[src/rtl/mseg_pkg.sv]
package mseg_pkg;

    localparam int WORD_W     = 32;
    localparam int NUM_DIGITS = 2;
    localparam int SEG_W      = 8;
    localparam int SEG_LSB    = 20;
    localparam int SEG_MSB    = SEG_LSB + SEG_W - 1;
    localparam int BLANK_POS  = 31;

    // digit select positions, index 0 = left, 1 = right (active low)
    localparam int SEL_POS [NUM_DIGITS] = '{28, 30};

    // lit pattern, MSB first
    typedef struct packed {
        logic dp;
        logic g;
        logic f;
        logic e;
        logic d;
        logic c;
        logic b;
        logic a;
    } seg_pat_t;

    // fields of the word that matter for the visible image
    typedef struct packed {
        logic                  blank;
        logic [NUM_DIGITS-1:0] sel_n;
        logic [SEG_W-1:0]      lines;
    } view_t;

    // raw lines are word[27:20]; reorder into the pattern layout
    function automatic seg_pat_t map_lines(input logic [SEG_W-1:0] r);
        seg_pat_t p;
        p.e  = r[0];
        p.d  = r[1];
        p.c  = r[2];
        p.dp = r[3];
        p.b  = r[4];
        p.a  = r[5];
        p.g  = r[6];
        p.f  = r[7];
        return p;
    endfunction

endpackage

[src/rtl/mseg_digit_decode.sv]
module mseg_digit_decode
    import mseg_pkg::*;
(
    input  logic             clk,
    input  logic             rst,
    input  logic [SEG_W-1:0] lines,
    input  logic             sel_n,
    input  logic             blank,
    output seg_pat_t         pat
);

    seg_pat_t pat_d;

    always_comb begin
        pat_d = map_lines(lines);
        if (sel_n || blank) begin
            pat_d = '0;
        end
    end

    always_ff @(posedge clk) begin
        if (rst) begin
            pat <= '0;
        end else begin
            pat <= pat_d;
        end
    end

    // a deselected digit shows nothing on the next cycle
    p_dark_when_deselected_r3: assert property (@(posedge clk) disable iff (rst)
        sel_n |=> (pat == '0));

    // blank clears the digit on the next cycle
    p_dark_when_blank_r4: assert property (@(posedge clk) disable iff (rst)
        blank |=> (pat == '0));

endmodule

[src/rtl/mseg_change_detect.sv]
module mseg_change_detect
    import mseg_pkg::*;
(
    input  logic  clk,
    input  logic  rst,
    input  view_t cur,
    output logic  blank_q,
    output logic  upd
);

    view_t prev;
    view_t diff;
    logic  seg_chg;
    logic  sel_chg;
    logic  blk_chg;
    logic  any_sel;
    logic  upd_d;

    always_comb begin
        diff    = cur ^ prev;
        seg_chg = |diff.lines;
        sel_chg = |diff.sel_n;
        blk_chg = diff.blank;
        any_sel = ~&cur.sel_n;
        upd_d   = (seg_chg && any_sel && !cur.blank)
                | (sel_chg && !cur.blank)
                | (blk_chg && any_sel);
    end

    always_ff @(posedge clk) begin
        if (rst) begin
            prev    <= '0;
            blank_q <= 1'b0;
            upd     <= 1'b0;
        end else begin
            prev    <= cur;
            blank_q <= cur.blank;
            upd     <= upd_d;
        end
    end

    // an unchanged view cannot produce a strobe
    p_quiet_when_stable_r9: assert property (@(posedge clk) disable iff (rst)
        (cur == prev) |=> !upd);

    // a visible segment edit must be reported
    p_seg_edit_seen_r5: assert property (@(posedge clk) disable iff (rst)
        ((cur.lines != prev.lines) && !cur.blank && !(&cur.sel_n)) |=> upd);

    // edits under blank with no select or blank change stay silent
    p_silent_under_blank_r8: assert property (@(posedge clk) disable iff (rst)
        (cur.blank && prev.blank && (cur.sel_n == prev.sel_n)) |=> !upd);

endmodule

[src/rtl/mseg_monitor.sv]
module mseg_monitor
    import mseg_pkg::*;
(
    input  logic              clk,
    input  logic              rst,
    input  logic [WORD_W-1:0] port_word,
    output logic [SEG_W-1:0]  left_seg,
    output logic [SEG_W-1:0]  right_seg,
    output logic              blank,
    output logic              upd
);

    view_t    view;
    seg_pat_t pats [NUM_DIGITS];
    logic     unused_bits;

    assign unused_bits = ^{port_word[SEG_LSB-1:0], port_word[29]};

    always_comb begin
        view.lines = port_word[SEG_MSB:SEG_LSB];
        view.blank = port_word[BLANK_POS];
        for (int k = 0; k < NUM_DIGITS; k++) begin
            view.sel_n[k] = port_word[SEL_POS[k]];
        end
    end

    for (genvar d = 0; d < NUM_DIGITS; d++) begin : g_digit
        mseg_digit_decode u_dec (
            .clk   (clk),
            .rst   (rst),
            .lines (view.lines),
            .sel_n (view.sel_n[d]),
            .blank (view.blank),
            .pat   (pats[d])
        );
    end

    mseg_change_detect u_chg (
        .clk     (clk),
        .rst     (rst),
        .cur     (view),
        .blank_q (blank),
        .upd     (upd)
    );

    assign left_seg  = pats[0];
    assign right_seg = pats[1];

    // the blank flag and lit segments never coexist
    p_blank_means_dark_r4: assert property (@(posedge clk) disable iff (rst)
        blank |-> (left_seg == '0 && right_seg == '0));

    // reset leaves every output low on the next cycle
    p_reset_clears_r1: assert property (@(posedge clk)
        rst |=> (left_seg == '0 && right_seg == '0 && !blank && !upd));

endmodule

[config.mk]
export PLATFORM = sky130hd
export DESIGN_NAME = mseg_monitor
export DESIGN_NICKNAME = d
export VERILOG_FILES = /design/src/rtl/mseg_pkg.sv /design/src/rtl/mseg_digit_decode.sv /design/src/rtl/mseg_change_detect.sv /design/src/rtl/mseg_monitor.sv
export SDC_FILE = /design/constraint.sdc
export NUM_CORES = 1
export LEC_CHECK = 0
export BUFFER_PORTS_ARGS = -buffer_cell sky130_fd_sc_hd__buf_4
export CORE_MARGIN = 2
export CORE_UTILIZATION = 45
export DETAILED_ROUTE_END_ITERATION = 8
export PLACE_DENSITY_LB_ADDON = 0.25
export SYNTH_ARGS = -nofsm -noshare
export SYNTH_HDL_FRONTEND = slang
export SYNTH_SLANG_ARGS = --single-unit
[constraint.sdc]
create_clock -name clk -period 2.2 [get_ports clk]
set_input_delay 0.44 -clock clk [delete_from_list [all_inputs] [get_ports clk]]
set_output_delay 0.44 -clock clk [all_outputs]
set_load 0.02 [all_outputs]
==> reports/results.txt, run 1 <==
Across the VDD grid, the largest voltage drop is 0.000644 V. The number of H-tree levels came out at 1. The clock network accounts for 27.2% of the total power. The highest clock rate was 788 MHz.

The class of the worst hold path was in2reg. The relative area change from synthesis to final layout is 30.9%. Headroom to the max-slew limit came out at 77.9%. The horizontal die dimension works out to 48.9 um. The number of antenna violations at the first check in global routing came out at 0. The first global-routing pass estimated 2760 um of wire.

The run gives 931 ps as the slack of the critical path. For the worst setup path, the data required time is 1760 ps. The buffers plus inverters on the worst setup path came out at 1.

The startpoint class of the critical path was a flop. The tools report the total chip power as 878 uW. Ranked by total cell area, the synthesized netlist is headed by dfxtp_1 62%, xnor2_1 8.7%, nor2_1 7.5%.

At the worst endpoint, the arrival time is 830 ps. Cell accounting for the most synthesized area: dfxtp_1. The fraction of power spent switching nets is 22.6%. The run finished with clean final reports. The die covers 0.00239 sq mm.

TritonCTS built the clock tree. The count of yosys warnings during synthesis was 0; the routed wirelength normalized by instance count was 10.4 um. Summed over all layers, the routed wires come to 1540 um.

The area of placed instances is 0.00115 sq mm. Port buffering added 30 buffers. The clock period could shrink to 1270 ps. Once the clock tree was built, the resizer swapped 0 gates to a different size. The total of flip-flops plus latches after synthesis is 28.

The critical path is of the reg2out type. The number of global-route vias before repair came out at 644. The tools report the final count of pins violating max slew as 0.

The mapped netlist covers 906 sq um. The routed via count was 655; the total global routing track utilization was 14.9%. The largest individual stage delay along the critical path comes from the cell dfxtp_1. The kind of end point of the critical path was an output port. The net switching power is 198 uW, and the number of CTS-inserted buffers is 3. From bottom edge to top edge, the die measures 48.9 um. At the pin with the least slew margin, the transition time is 332 ps. The portion of the clock cycle consumed by the worst path in the final layout came out at 57.7%. The average cell area after synthesis works out to 10.1 sq um. In this run, distinct cell masters in the synthesized netlist total 18.

The number of buffers inserted by hold repair at cts is 0. Detailed placement finished with a half-perimeter wire length of 1110 um. The clock reaches the later pin of the worst-skew pair after 310 ps. For the post-layout instance area, the log shows 0.00119 sq mm. The logs give 156 for the total number of nets in the final design and 982 ps for the worst setup slack before clock tree synthesis. Clock-pin slew reported for the worst setup and hold paths after clock tree synthesis: 140 ps.

The number of vias per cell after detailed routing works out to 4.43. The largest single stage delay on the critical path is 370 ps. In this run the count of I/O pins placed on the die edge is 52. The clock net in this run drives a total of 28 sinks.

0 antenna diodes ended up in the layout. The count of endpoints failing setup in the final report is 0, and the share of the synthesized area in the top cell type is 61.9%. Setup repair after global routing left no endpoint under its margin. The fraction of final layout cells with drive strength greater than 1 works out to 29.8%. The first TritonRoute pass finished after 3 iterations. For this design the ratio of total power to cell area is 740 mW/mm^2.

The starting utilization of the core area was 47.1%; the number of max-cap violations was 0. The share of the Yosys chip area taken by registers is 61.9%. The buffers inserted during post-CTS setup optimization is 0.

The tools report the number of buffers on the longest clock path as 2. Clock tree synthesis selected as its root buffer the cell clkbuf_4. The region available for standard cell placement spans 0.00192 sq mm. The first routing iteration left 5 violations. The number of cell rows is 16. The total overflow left after global routing is 0.

In this run, placement finished with an instance count of 144. The cell count after synthesis came out at 90. Entering global routing, the biggest net connects 16 pins.

In the routed design, unresolved DRC markers number 0. At the end of routability-driven placement, the weighted congestion stood at 0.713. For the number of failing hold endpoints at the final stage, the log shows 0. The share of total power dissipated in combinational logic is 11.8%. The cell internal power dissipation is 680 uW, and the number of nets produced by synthesis is 124.

Of the total power, registers draw 61.0%. The largest delay contributor family on the critical path is flip-flops. In this run the worst path has a maximum fanout of 3. Summed over all cells, the static leakage comes to 0.000561 uW. The run gives 0 ps as the total negative slack. The finished layout holds 148 standard cells, fillers aside.

Traced cell by cell, the critical path runs through buf_4. Fill cells in the final layout number 177. For the remaining number of nets flagged by the antenna check after routing, the log shows 0. For the final database, setup skew stands at 4.17 ps.
-- registers in the layout, indices dropped and copies added, names as in the netlist --
register           cells
g_digit.u_dec.pat     16
u_chg.prev            10
u_chg.blank_q          1
u_chg.upd              1
-- per-layer routing --
| layer | global-route usage, % | part of all wire (%) | vias up |
|---|---|---|---|
| li1 | - | - | 341 |
| met1 | 18.5 | 43 | 295 |
| met2 | 24.0 | 50 | 17 |
| met3 | 3.99 | 5.7 | 2 |
| met4 | 7.14 | 0.91 | 0 |
| met5 | 0 | 0 | - |
-- synth_stat cells --
library cell	number
dfxtp_1	28
nor2_1	18
xnor2_1	9
inv_1	8
nand2b_1	8
buf_2	3
a21oi_1	2
nand4_1	2
nor2b_1	2
or2_1	2
a21oi_2	1
and4bb_1	1
nand2_1	1
nor2b_2	1
nor3_1	1
o211ai_1	1
o21ai_0	1
o21ai_1	1
-- worst paths after layout --
kind                      start            end  slack (ps)  cells after the start
setup / recovery  u_chg.blank_q          blank         930                      1
hold / removal              rst  u_chg.prev[9]         360                      2
setup reg to reg  u_chg.prev[9]      u_chg.upd        1210                      4
hold reg to reg   u_chg.blank_q      u_chg.upd         570                      2
-- layout by cell type, fill, tap and decap left out, types with 2 or more instances in the layout --
cell / instances
buf_4: 30
a21oi_1: 2
nor2_1: 18
nand2b_1: 8
xnor2_1: 9
or2_1: 2
inv_1: 8
dfxtp_1: 28
nor2b_1: 2
nand4_1: 2
clkbuf_4: 3
-- kinds of logic (layout without fill, tap and decap cells) --
logic type | after synthesis | in the layout | share of synthesized area, %
AOI/OAI and AO/OA | 6 | 6 | 4.00
xor gates and xnor gates | 9 | 9 | 8.70
buffers and inverters | 11 | 42 | 4.97
DFF | 28 | 28 | 61.9
and+or+nand+nor | 36 | 36 | 20.4
-- cell type report --
| class | instances | area, sq um | share of cell area (%) |
|---|---|---|---|
| Clock buffer | 4 | 36.3 | 3.06 |
| Inverter | 8 | 30.0 | 2.53 |
| Multi-Input combinational cell | 51 | 300 | 25.3 |
| Sequential cell | 28 | 561 | 47.3 |
| Tap cell | 27 | 33.8 | 2.85 |
| Timing Repair Buffer | 30 | 225 | 19.0 |
-- power by group through the flow --
stage	sequential [uW]	combinational, uW	clock (uW)
after CTS	536	105	247
after floorplan	560	44.9	0
final	536	103	239
after global routing	538	115	272
after global placement	546	102	0
after detailed placement	547	104	0
-- stage by stage --
| step | hold slack, ps | util, % |
|---|---|---|
| global route | 346 | 61.7 |
| detailed placement | 551 | 59.8 |
| floorplan | 568 | - |
| finish | 359 | 61.7 |
| CTS | 349 | 61.7 |
| global placement | 541 | 59.8 |
Power figures use the tool's default switching activity.
==> run 2: changes to the inputs <==
--- a/config.mk
+++ b/config.mk
@@ -5,9 +5,10 @@
 export SDC_FILE = /design/constraint.sdc
 export NUM_CORES = 1
 export LEC_CHECK = 0
+export ABC_AREA = 1
 export BUFFER_PORTS_ARGS = -buffer_cell sky130_fd_sc_hd__buf_4
 export CORE_MARGIN = 2
-export CORE_UTILIZATION = 45
+export CORE_UTILIZATION = 41
 export DETAILED_ROUTE_END_ITERATION = 8
 export PLACE_DENSITY_LB_ADDON = 0.25
 export SYNTH_ARGS = -nofsm -noshare
==> constraint.sdc (replaced) <==
create_clock -name clk -period 1.2 [get_ports clk]
set_input_delay 0.24 -clock clk [delete_from_list [all_inputs] [get_ports clk]]
set_output_delay 0.24 -clock clk [all_outputs]
set_load 0.02 [all_outputs]
==> run 2 against run 1 <==
Area after synthesis decreased by 0.14%; largest cell class unchanged; sequential cell count unchanged; critical path type unchanged; worst setup slack got worse by 800 ps; combinational power increased by 83%.
==> reports/results.txt, run 2 <==
The top cell types in the final layout, fill and taps aside, are 30 x buf_4, 29 x nor2_1, 28 x dfxtp_1, 23 x nand2_1, 11 x inv_1. The total standard cell area after synthesis was 905 sq um. Setup repair after global routing left no endpoint under its margin. The slowest stage of the critical path belongs to the cell dfxtp_1. Relative area change from synthesis to final layout: 34.2%.

The library cell used most frequently in the layout, excluding fill and tap cells, is buf_4. Measured along the x axis, the die boundary spans 51.0 um. Counting flops and latches in the post-synthesis netlist gives 28. The overall die height is 51.0 um, and the number of flip-flops in the largest register is 16. For this run, the total global-route usage over all layers was measured as 13.8%. The run gives 1 as the number of H-tree levels. The number of different library cells used by synthesis comes to 10. Detailed placement finished with a half-perimeter wire length of 1220 um.

The signal on the critical path passes through buf_4. The startpoint identified for the worst hold timing path is port_word[21]. The cell accounting for the most synthesized area is dfxtp_1. Dividing total power by cell area gives a power density of 1460 mW/mm^2. For this block, the initial DRC count from the detailed router was 7. The worst-skew pair later-pin latency came out at 320 ps.

The top cell type by area accounts for 62.0% of the synthesized area. The number of clock buffers added by TritonCTS is 3. After layout, the worst path uses 89.4% of the clock period. The total DRC errors in the routed layout is 0, and the post-layout instance count excluding filler cells is 171. The worst pin sits at a relative slew slack of 75.2%. Routability-driven placement finished with a final weighted congestion of 0.739.

The flow ran to the end, and the final reports show no timing, DRC or antenna violations. The antenna diode count came out at 0. Entering global routing, the biggest net connects 17 pins. Along the worst hold path, the cell count comes to 3.

Leakage power summed over all cells: 0.000636 uW. The reg-to-reg critical path startpoint is u_chg.prev[5]. The number of max-cap violations was 0. By area the synthesized netlist is led by dfxtp_1 62%, nor2_1 12%, nand2_1 9.5%.

The run gives 0 as the final count of pins violating max slew. The number of logic stages on the critical path including buffering was 1. The tools report the total number of nets in the final design as 178. For the worst setup path, the data arrival time is 830 ps. Including well taps, the total number of placed cells is 167. The number of vias per cell after detailed routing was 4.22; the hold slack was 137 ps.

Buffers added to address setup during post-CTS repair amount to 0. Once the floorplan was initialized, standard cells occupied 42.1% of the core. The total of buffers placed on input and output ports was 30; the number of global-route vias before repair was 647. Derived from the worst setup path, the maximum achievable clock frequency is 932 MHz.

The startpoint class of the critical path is a flop. The logs give 0 for the count of endpoints failing setup in the final report and 960 ps for the data required time at the worst endpoint. The depth of the worst register-to-register path is 10. Summed over all failing endpoints, the final setup total negative slack is 0 ps. The area enclosed by the die boundary is 0.00260 sq mm. Counting instances in the post-synthesis netlist gives the leading cell types as 29 x nor2_1, 28 x dfxtp_1, 23 x nand2_1, 11 x inv_1, 7 x inv_2. The number of resized instances in the post-cts repair step was 0; the number of synthesized flops with an enable pin was 0.

The first global-routing pass estimated 2640 um of wire. In the synthesized netlist the async set-or-reset flop fraction comes to 0%. The total area inside the core boundary comes to 0.00215 sq mm.

Summing internal, switching and leakage power gives 1770 uW. For the pin with the worst max-slew slack, the measured transition is 371 ps. Among all flip-flop cells after synthesis, the most frequent one is dfxtp_1. The remaining number of nets flagged by the antenna check after routing came out at 0. Number of failing hold endpoints at the final stage: 0. Cell chosen for the clock root: clkbuf_4. The number of antenna violations at the first check in global routing was 0. The largest single stage delay on the critical path is 370 ps. After layout, the minimum clock period comes to 1070 ps. The routed wirelength normalized by instance count is 9.46 um, and the number of cell rows is 17. The tools report the number of buffers on the longest clock path as 2. The most critical setup path has its endpoint at blank. The tools report the launch point of the worst path as u_chg.blank_q. IR analysis of the VDD net gives a maximum drop of 0.000782 V.

The clock-pin slew reported for the worst setup and hold paths after clock tree synthesis came out at 140 ps. In the final layout, the registers with the most flip-flops are g_digit.u_dec.pat x16, u_chg.prev x10. The largest fanout on the critical path works out to 2.

More flip-flops sit in one register than any other, and that register is g_digit.u_dec.pat. Yosys printed 0 warnings. The largest delay contributor family on the critical path was flip-flops. The fill cell total of the finished layout was 209; the total iterations of the first detailed-routing run was 4.

CTS saw 28 sinks. The post-route netlist has 28.7% of its cells at a drive strength greater than 1. Class of the worst hold path: in2reg. The critical setup path kind was reg2out. The final layout contains routed wiring with a total length of 1620 um. Across the routed clock network, the largest skew measured is 3.79 ps. The buffers plus inverters on the worst setup path was 1. The tools report the slack of the worst reg-to-reg path as 210 ps.

For the I/O pin count, the log shows 52. When the netlist entered floorplanning its net count stood at 144. The share of the Yosys chip area taken by registers is 62.0%. Averaged over all synthesized cells, the footprint is 8.22 sq um. In the synthesized netlist, the number of instances is 110. The library cell with the highest instance count after synthesis is nor2_1. The routed via count came out at 722. The tools report the capture instance of the worst register-to-register path as u_chg.upd. STA classifies the critical path endpoint as an output port. TritonCTS built the clock tree. Global routing finished with a remaining overflow of 0. The run gives 0 as the number of buffers inserted by hold repair at cts.
-- run 2: metrics by stage --
stage	utilization (%)	setup WS (ps)	cell area (sq um)
3_5_place_dp	54.0	108	1160
5_1_grt	56.5	81.5	1210
3_3_place_gp	54.0	120	1160
4_1_cts	56.5	106	1210
6_report	56.5	127	1210
2_1_floorplan	-	300	905
-- run 2: cells by family (layout without fill, tap and decap cells) --
| group | after synthesis | in the layout | share of synthesized area, % |
|---|---|---|---|
| AND/OR/NAND/NOR | 56 | 56 | 23.8 |
| flip-flops | 28 | 28 | 62.0 |
| buffers and inverters | 19 | 52 | 7.88 |
| XOR/XNOR | 6 | 6 | 5.81 |
| AO/OA/AOI/OAI | 1 | 1 | 0.553 |
-- run 2: final cells by class --
| cell class | count | area, sq um | share of cell area [%] |
|---|---|---|---|
| repair buffers | 30 | 225 | 18.6 |
| inverters | 18 | 67.6 | 5.57 |
| clock inverters | 1 | 30.0 | 2.47 |
| multi-input cells | 63 | 273 | 22.5 |
| well taps | 28 | 35.0 | 2.89 |
| clock buffers | 3 | 22.5 | 1.86 |
| flip-flops and latches | 28 | 561 | 46.2 |
-- run 2: worst min-delay path by stage --
stage | slack, ps | endpoint
global placement | 470 | u_chg.prev[1]
CTS | 130 | u_chg.prev[1]
detailed placement | 480 | u_chg.prev[4]
floorplan | 310 | u_chg.blank_q
global route | 140 | u_chg.prev[0]
finish | 140 | u_chg.prev[1]
-- run 2: per-layer routing --
layer | part of all wire (%) | vias to the layer above | global-route usage [%] | routed length, um
met3 | 5.4 | 2 | 2.92 | 87
li1 | - | 384 | - | -
met1 | 45 | 319 | 15.5 | 725
met4 | 0.74 | 0 | 8.11 | 12
met2 | 49 | 17 | 24.0 | 791
met5 | 0 | - | 0 | 0
-- run 2: where the power goes --
part	internal (uW)	switching, uW
registers	967	13.2
clock network	338	265
logic	84.6	105
==> run 3: changes to the inputs <==
==> constraint.sdc (replaced) <==
create_clock -name clk -period 1.07 [get_ports clk]
set_input_delay 0.214 -clock clk [delete_from_list [all_inputs] [get_ports clk]]
set_output_delay 0.214 -clock clk [all_outputs]
set_load 0.02 [all_outputs]
==> run 3 against run 2 <==
Global-route usage increased by 1.1 points; clock power shrank 21%; sequential cell count did not move; design area grew 6.6%; wire length rose by 4.0%; count of clock-buffer cells in the layout increased by 1; power increased by 3.2%.
==> reports/results.txt, run 3 (synthesized netlist as in run 2, its figures left out) <==
During placement, the flow inserted port buffers numbering 30. The total number of nets in the final design is 186, and the relative slew slack is 90.4%. The number of H-tree levels is 1, and the I/O pin count is 52. The first routing iteration left 3 violations.

The congestion estimate from routability-driven global placement came to 0.675. The run gives 2 as the number of buffers on the longest clock path. The flow ran to the end, and the final reports show no timing, DRC or antenna violations.

The run gives 14.9% as the total global routing track utilization. Clock tree synthesis selected as its root buffer the cell clkbuf_4. The analysis attributes to cell leakage a power of 0.000679 uW.

The floorplan step defined a core boundary enclosing 0.00215 sq mm. The worst setup path is captured at an output port. The signal on the critical path passes through buf_4. The final count of pins violating max slew is 0, and the horizontal die dimension is 51.0 um. The critical setup path kind was reg2out.

Relative to the synthesized area, the layout overhead comes to 43.0%. The die covers 0.00260 sq mm. The highest ir drop seen on vdd is 0.000898 V, and the starting utilization of the core area is 42.1%. Counting every sink on the clock net gives 28.

The tools report the number of cell rows as 17. The library cell contributing the largest single delay on the critical path is dfxtp_2. The number of CTS-inserted buffers is 3. For the number of failing hold endpoints at the final stage, the log shows 0. The routed layout has 770 vias. In the final layout, the share of cells above drive strength 1 is 44.4%. The largest registers in the layout are g_digit.u_dec.pat x16, u_chg.prev x10.

The tools report the total wire length as 1680 um. The final critical path takes up 94.6% of the cycle. Class of the worst hold path: in2reg. The routed wirelength normalized by instance count is 9.40 um. Timing would allow up to 988 MHz. The run gives 706 as the number of global-route vias before repair.

After clock tree synthesis, the clock-pin slew on the worst setup and hold paths is 130 ps. The register with the most flip-flops in the layout has 16 of them. The largest single stage delay on the critical path is 350 ps. The number of antenna violations at the first check in global routing came out at 0. 0 antenna diodes ended up in the layout. The buffers plus inverters on the worst setup path is 1.

In this run the worst path has a maximum fanout of 2. The leading cell type in the layout, fill and taps excluded was buf_4. The power density normalized to cell area came out at 1410 mW/mm^2. The placed instances occupy a cell area of 0.00121 sq mm.

The logs give 800 ps for the arrival time of the worst setup path and 1280 um for the placed wire-length estimate. The total DRC errors in the routed layout was 0; the overall die height was 51.0 um. For the final database, setup skew stands at 2.72 ps. In the routed layout, each cell is associated on average with a via count of 4.30. The top cell types in the final layout, fill and taps aside, are 38 x buf_4, 29 x nor2_1, 19 x nand2_1, 19 x dfxtp_1, 10 x inv_2.

For the global-route wire length before repair, the log shows 2840 um. For this run, the detailed router's first-pass iteration total came to 3. The worst setup path is launched from a flop. Largest delay contributor family on the critical path: flip-flops. The total chip power was 1830 uW; the number of buffers inserted by hold repair at cts was 0. The remaining number of nets flagged by the antenna check after routing came out at 0. For the data required time at the worst endpoint, the log shows 860 ps.

In this run the critical register-to-register path is launched from u_chg.prev[7]. The launch point of the worst path is u_chg.blank_q. The finished cells cover 0.00129 sq mm. The worst path in the final design needs a cycle of 1010 ps, including I/O delays and setup. Worst-margin pin slew: 144 ps. The worst hold path begins at port_word[30]. The later pin in the worst-skew pair is clocked with a latency of 310 ps. The logs give 0 for the total congestion overflow after global routing and 16 for the maximum number of pins on one net before global-route repair. More flip-flops sit in one register than any other, and that register is g_digit.u_dec.pat.

Setup violations remaining at the end of the flow were counted as 0. Once layout is complete, the utilization of the core stands at 60.2%. TritonCTS built the clock tree. Setup repair after global routing could not meet its margin everywhere. Across the run, the number of max-cap violations was 0.
run 3: changes by cell type in the layout (fill, tap and decap cells not counted):
cell / change
buf_4: +8
bufinv_16: -1
clkbuf_8: +1
dfxtp_1: -9
dfxtp_2: +9
inv_1: -3
inv_2: +3
nand2_1: -4
nand2_2: +4
xnor2_1: -2
xnor2_2: +2
run 3: metal layers:
layer,vias to the layer above,track usage [%],share of wire [%]
li1,400,-,-
met1,351,16.8,41
met2,17,26.4,54
met3,2,2.63,4.6
met4,0,8.11,1.0
met5,-,0,0
run 3: final cells by class:
| cell class | instances | area, sq um |
|---|---|---|
| Tap cell | 28 | 35.0 |
| Clock buffer | 4 | 36.3 |
| Multi-Input combinational cell | 63 | 298 |
| Timing Repair Buffer | 38 | 285 |
| Inverter | 18 | 67.6 |
| Fill cell | 197 | 855 |
| Sequential cell | 28 | 572 |
run 3: where the power goes:
part	internal (uW)	switching [uW]	leakage, uW
sequential	1090	17.7	0.000233
clock	208	271	0.0000210
combinational	119	126	0.000425
total	1410	414	0.000679
run 3: path summary, 6_finish.rpt:
check	slack (ps)	endpoint	cells after the start
max reg2reg	60	u_chg.upd	10
max	60	blank	1
min reg2reg	700	u_chg.upd	5
min	140	u_chg.prev[9]	3
run 3: repair_timing:
item / in CTS / in global routing
resized for setup: 0 / 18
hold endpoints to repair: 0 / 0
endpoints found under the setup margin: 0 / 3
setup buffers: 0 / 1
run 3: per-stage QoR:
stage / worst slack, ps / hold slack [ps] / TNS (ps) / std cells
floorplan: 170 / 286 / 0 / 110
global placement: 39.9 / 463 / 0 / 174
detailed placement: 32.4 / 466 / 0 / 174
CTS: 20.5 / 127 / 0 / 178
global route: -48.2 / 120 / -48.2 / 179
finish: 57.8 / 140 / 0 / 179
